--- src/rtl/lmu_pkg.sv ---
package lmu_pkg;
  localparam logic [1:0] SZ_BYTE = 2'b00;
  localparam logic [1:0] SZ_HALF = 2'b01;
  localparam logic [1:0] SZ_WORD = 2'b10;

  localparam logic [1:0] KIND_NORMAL = 2'b00;
  localparam logic [1:0] KIND_LEFT   = 2'b01;
  localparam logic [1:0] KIND_RIGHT  = 2'b10;

  // Strobes from control to datapath
  typedef struct packed {
    logic [7:0] shamt;       // byte shift amount
    logic       shiftLeft;   // 1: shift toward MSB
    logic       keepLo;      // 1: keep lanes below keepN, 0: keep lanes at/above keepN
    logic [3:0] keepN;
    logic       extOn;       // fill lanes at/above fieldBytes with extension
    logic [3:0] fieldBytes;
    logic       signExt;
    logic       trap;
  } laneCtl_t;
endpackage

--- src/rtl/lmu_ctrl.sv ---
module lmu_ctrl
  import lmu_pkg::*;
#(
  parameter int BYTES = 4,
  localparam int OFF_W = $clog2(BYTES)
) (
  input  logic [OFF_W-1:0] byteOff,
  input  logic [1:0]       accSize,
  input  logic [1:0]       loadKind,
  input  logic             signExt,
  output laneCtl_t         ctl
);
  int  fieldLen;
  logic misaligned;

  always_comb begin
    ctl        = '0;
    ctl.fieldBytes = 4'd1;
    fieldLen   = 1;
    misaligned = 1'b0;
    case (loadKind)
      KIND_LEFT: begin
        ctl.shiftLeft = 1'b1;
        ctl.shamt     = 8'(byteOff);
        ctl.keepLo    = 1'b1;
        ctl.keepN     = 4'(byteOff);
      end
      KIND_RIGHT: begin
        ctl.shamt  = 8'(BYTES - 1 - int'(byteOff));
        ctl.keepLo = 1'b0;
        ctl.keepN  = 4'(int'(byteOff) + 1);
      end
      default: begin
        case (accSize)
          SZ_BYTE: fieldLen = 1;
          SZ_HALF: begin
            fieldLen   = 2;
            misaligned = byteOff[0];
          end
          default: begin
            fieldLen   = BYTES;
            misaligned = (byteOff != '0);
          end
        endcase
        ctl.fieldBytes = 4'(fieldLen);
        ctl.extOn      = 1'b1;
        ctl.signExt    = signExt;
        ctl.keepLo     = 1'b1;
        if (misaligned) begin
          ctl.trap  = 1'b1;
          ctl.keepN = 4'(BYTES);
        end else begin
          ctl.shamt = 8'(BYTES - int'(byteOff) - fieldLen);
          ctl.keepN = 4'd0;
        end
      end
    endcase
  end
endmodule

--- src/rtl/lmu_datapath.sv ---
module lmu_datapath
  import lmu_pkg::*;
#(
  parameter int BYTES = 4,
  localparam int DATA_W = 8 * BYTES,
  localparam int IDX_W  = $clog2(DATA_W)
) (
  input  logic              clk,
  input  logic              rstN,
  input  logic              inValid,
  input  logic [DATA_W-1:0] memWord,
  input  logic [DATA_W-1:0] oldReg,
  input  laneCtl_t          ctl,
  output logic              outValid,
  output logic [DATA_W-1:0] outData,
  output logic              outTrap
);
  logic [DATA_W-1:0] shifted;
  logic [DATA_W-1:0] merged;
  logic [10:0]       bitShift;
  logic [IDX_W-1:0]  signIdx;
  logic [7:0]        fillByte;

  assign bitShift = {ctl.shamt, 3'b000};
  assign shifted  = ctl.shiftLeft ? (memWord << bitShift) : (memWord >> bitShift);
  assign signIdx  = IDX_W'(8 * int'(ctl.fieldBytes) - 1);
  assign fillByte = {8{ctl.signExt & shifted[signIdx]}};

  for (genvar j = 0; j < BYTES; j++) begin : g_lane
    logic keepOld, extLane;
    assign keepOld = ctl.keepLo ? (4'(j) < ctl.keepN) : (4'(j) >= ctl.keepN);
    assign extLane = ctl.extOn && (4'(j) >= ctl.fieldBytes);
    assign merged[8*j +: 8] = keepOld ? oldReg[8*j +: 8] :
                              extLane ? fillByte : shifted[8*j +: 8];
  end

  always_ff @(posedge clk) begin
    if (!rstN) begin
      outValid <= 1'b0;
      outData  <= '0;
      outTrap  <= 1'b0;
    end else begin
      outValid <= inValid;
      outData  <= merged;
      outTrap  <= inValid & ctl.trap;
    end
  end

  // a trapping result carries the register value untouched
  a_r6_trap_keeps_old: assert property (@(posedge clk) disable iff (!rstN)
    (inValid && ctl.trap) |=> (outTrap && outData == $past(oldReg)));
endmodule

--- src/rtl/load_merge_unit.sv ---
module load_merge_unit
  import lmu_pkg::*;
#(
  parameter int BYTES = 4,
  localparam int DATA_W = 8 * BYTES,
  localparam int OFF_W  = $clog2(BYTES)
) (
  input  logic              clk,
  input  logic              rstN,
  input  logic              inValid,
  input  logic [OFF_W-1:0]  byteOff,
  input  logic [1:0]        accSize,
  input  logic [1:0]        loadKind,
  input  logic              signExt,
  input  logic [DATA_W-1:0] memWord,
  input  logic [DATA_W-1:0] oldReg,
  output logic              outValid,
  output logic [DATA_W-1:0] outData,
  output logic              outTrap
);
  laneCtl_t ctl;

  lmu_ctrl #(.BYTES(BYTES)) u_ctrl (
    .byteOff(byteOff), .accSize(accSize), .loadKind(loadKind),
    .signExt(signExt), .ctl(ctl)
  );

  lmu_datapath #(.BYTES(BYTES)) u_dp (
    .clk(clk), .rstN(rstN), .inValid(inValid), .memWord(memWord),
    .oldReg(oldReg), .ctl(ctl), .outValid(outValid), .outData(outData),
    .outTrap(outTrap)
  );

  // one-cycle valid pipeline
  a_r1_valid_follows: assert property (@(posedge clk) disable iff (!rstN)
    inValid |=> outValid);
  a_r1_idle_follows: assert property (@(posedge clk) disable iff (!rstN)
    !inValid |=> !outValid);

  // partial loads never trap
  a_r9_partial_no_trap: assert property (@(posedge clk) disable iff (!rstN)
    (inValid && (loadKind == KIND_LEFT || loadKind == KIND_RIGHT)) |=> !outTrap);

  // misaligned normal word always traps
  a_r3_word_traps: assert property (@(posedge clk) disable iff (!rstN)
    (inValid && loadKind == KIND_NORMAL && accSize == SZ_WORD && byteOff != '0)
      |=> outTrap);

  // zero-extended byte has clear upper bits
  a_r4_zero_ext: assert property (@(posedge clk) disable iff (!rstN)
    (inValid && loadKind == KIND_NORMAL && accSize == SZ_BYTE && !signExt)
      |=> (outData[DATA_W-1:8] == '0 && !outTrap));
endmodule

--- config.mk ---
export PLATFORM = sky130hd
export DESIGN_NAME = load_merge_unit
export DESIGN_NICKNAME = d
export VERILOG_FILES = /design/src/rtl/lmu_pkg.sv /design/src/rtl/lmu_ctrl.sv /design/src/rtl/lmu_datapath.sv /design/src/rtl/load_merge_unit.sv
export SDC_FILE = /design/constraint.sdc
export NUM_CORES = 1
export LEC_CHECK = 0
export BUFFER_PORTS_ARGS = -buffer_cell sky130_fd_sc_hd__buf_4
export CORE_MARGIN = 2
export CORE_UTILIZATION = 35
export CTS_CLUSTER_DIAMETER = 100
export DETAILED_ROUTE_END_ITERATION = 6
export HOLD_SLACK_MARGIN = 0.1
export PLACE_DENSITY_LB_ADDON = 0.15
export SYNTH_ARGS = -nofsm -noshare
export SYNTH_HDL_FRONTEND = slang
export SYNTH_SLANG_ARGS = --single-unit
--- constraint.sdc ---
create_clock -name clk -period 4.45 [get_ports clk]
set_input_delay 0.89 -clock clk [delete_from_list [all_inputs] [get_ports clk]]
set_output_delay 0.89 -clock clk [all_outputs]
set_load 0.01 [all_outputs]
==> out/summary.txt <==
outcome: complete, no violations
setup TNS: 0 ns
# Post-CTS Setup Buffers: 0
Worst Setup End Kind: flip-flop
grt peak-use layer: met2
hold slack: 0.829 ns
largest net degree at the start of global routing: 35
mapped cell area: 3290 um2
CP max stage delay: 0.90 ns
sw frac: 38.6%
delay-heaviest family, CP: simple AND/OR/NAND/NOR gates
Fill cells: 896
Finished Layout Cells: 634
number of buffers created by CTS: 5
slew margin rel.: 29.5%
Synth Flop Type: dfxtp_1
cts hold-fix bufs: 0
commonest non-fill, non-tap cell in the layout: buf_4
Slew Viols, Final: 0
DR WL/cell: 17.6 um
Initial DRT Pass Iterations: 5
Clock power frac: 19.0%
Critical Path AT: 4.01 ns
met1 Use GR: 31.3%
Yosys warning total: 0
Crit Path Category: in -> reg
first-pass GRT wire length: 17600 um
crit path time final: 3.83 ns
CTS clk-pin slew, worst paths: 0.07 ns
Core ar.: 9200 um2
Avg Vias per Cell: 5.79
synth unique cells: 55
initial drt markers: 251
Logic pwr share: 51.4%
post-synthesis instance total: 423
Post-synth ARST share: 0%
Tcrit/Tclk final: 86.2%
FMAX: 261 MHz
vias in the first global route: 3402
P_int: 761 uW
max cap viols: 0
Power Density: 288 nW/um2
FP Rows: 35
total power: 1.24 mW
design area: 4310 um2
met3 Use GR: 3.81%
Clk Tree Root Cell: clkbuf_8
most frequent cells in the layout: 120 x buf_4, 35 x o21ai_0, 34 x dfxtp_1
Longest Clk Path Bufs: 2
Slew @ Worst Pin: 1.05 ns
DP Area: 4210 um2
# DRC: 0
maximum fanout along the worst path: 7
worst path cell trace: buf_4 -> inv_1 -> ha_1 -> inv_1 -> fa_1 -> inv_1 -> fa_1 -> inv_1 -> nor4_1 -> a211oi_1 -> buf_4 -> nand2_1 -> a211oi_1 -> o21ai_0 -> o21ai_1
most used cell, CP: inv_1
Max rail drop VDD: 0.000145 V
I/O pin cnt: 108
Syn Nets: 509
layout net count: 608
Ant. Diodes: 0
starting density of the core: 35.8%
GRT overflow: 0
final WL: 11200 um
EDFF count, synth: 0
worst path required time: 4.62 ns
vias: 3672
CTS tree: yes
Port Buffer Count: 107
Seq/Total Area, Yosys: 20.7%
cts repair resizes: 0
die span in x: 101 um
die area: 10200 um2
Worst path slowest cell: nor4_1
met2 Use GR: 33.1%
Buf/Inv on CP: 6
final hold violation count: 0
area delta synth->final: 30.9%
die height: 101 um
RSZ-0062 raised after global routing: no
# placed instances: 626
Lkg Pwr: 1.93 nW
RD Place Congestion: 0.934
htree depth: 2
GRT Total Usage: 21.6%
post-DP HPWL: 8490 um
Detail Route Antenna Nets: 0
Seq pwr share: 29.5%
min-delay worst type: in -> reg
Avg Synthesized Cell Area: 7.77 um2
final setup vio count: 0
CP Launch Type: input pin
share of cells above drive strength 1: 27.9%
Sink Count: 34
FF+latch count, synth: 34
switching power: 478 uW
initial antenna violation count: 0
per-layer routing:
layer	share of wire [%]	vias to the layer above
li1	-	1811
met1	48	1671
met2	43	176
met3	7.0	14
met4	1.1	0
met5	0	-
final timing paths:
kind                       start  slack [ns]          endpoint  cells after the start
worst max-delay path  byteOff[0]        0.62  u_dp.outData[22]                     15
worst min-delay path     inValid        0.83     u_dp.outValid                      2
power by group through the flow:
stage	Sequential, mW	Clock [mW]	Combinational [mW]
5_1_grt	0.369	0.254	0.693
3_3_place_gp	0.373	0	0.628
2_1_floorplan	0.395	0	0.366
4_1_cts	0.366	0.244	0.634
6_report	0.366	0.236	0.638
3_5_place_dp	0.371	0	0.632
stage by stage:
step / setup slack, ns / util [%]
floorplan: 0.742 / -
global placement: 0.474 / 45.8
detailed placement: 0.374 / 45.8
CTS: 0.686 / 46.8
global route: 0.365 / 46.8
finish: 0.616 / 46.8
synthesized netlist by cell type (11+ instances only):
cell,number,area [um2]
mux2i_1,31,310
o31ai_1,11,82.6
clkbuf_1,20,75.1
o21ai_1,11,55.1
nand2_1,31,116
a31oi_1,19,119
o21ai_0,35,175
dfxtp_1,34,681
a21o_1,17,128
o21a_1,13,97.6
nand3_1,13,65.1
nor2_1,23,86.3
a21oi_1,16,80.1
inv_1,17,63.8
registers in the layout (all words and copies together), names as in the netlist:
name	cells
u_dp.outData	32
u_dp.outValid	1
u_dp.outTrap	1
logic make-up after synthesis:
kind of cell | after synthesis | share of synthesized area, %
AOI/OAI and AO/OA | 184 | 40.5
xor gates and xnor gates | 1 | 0.266
adders and majority gates | 12 | 5.02
buffers and inverters | 47 | 6.13
DFF | 34 | 20.7
muxes | 36 | 11.1
and+or+nand+nor | 109 | 16.2
area by class of cell:
cell class / count / area, um2 / area share (%)
clock buffer: 7 / 86.3 / 2.01
multi-input combinational: 342 / 2410 / 55.9
timing repair buffer: 121 / 921 / 21.4
inverter: 18 / 67.6 / 1.57
sequential: 34 / 681 / 15.8
clock inverter: 1 / 5.00 / 0.116
tap: 111 / 139 / 3.23
No activity file was read; power rests on OpenSTA's default activity.
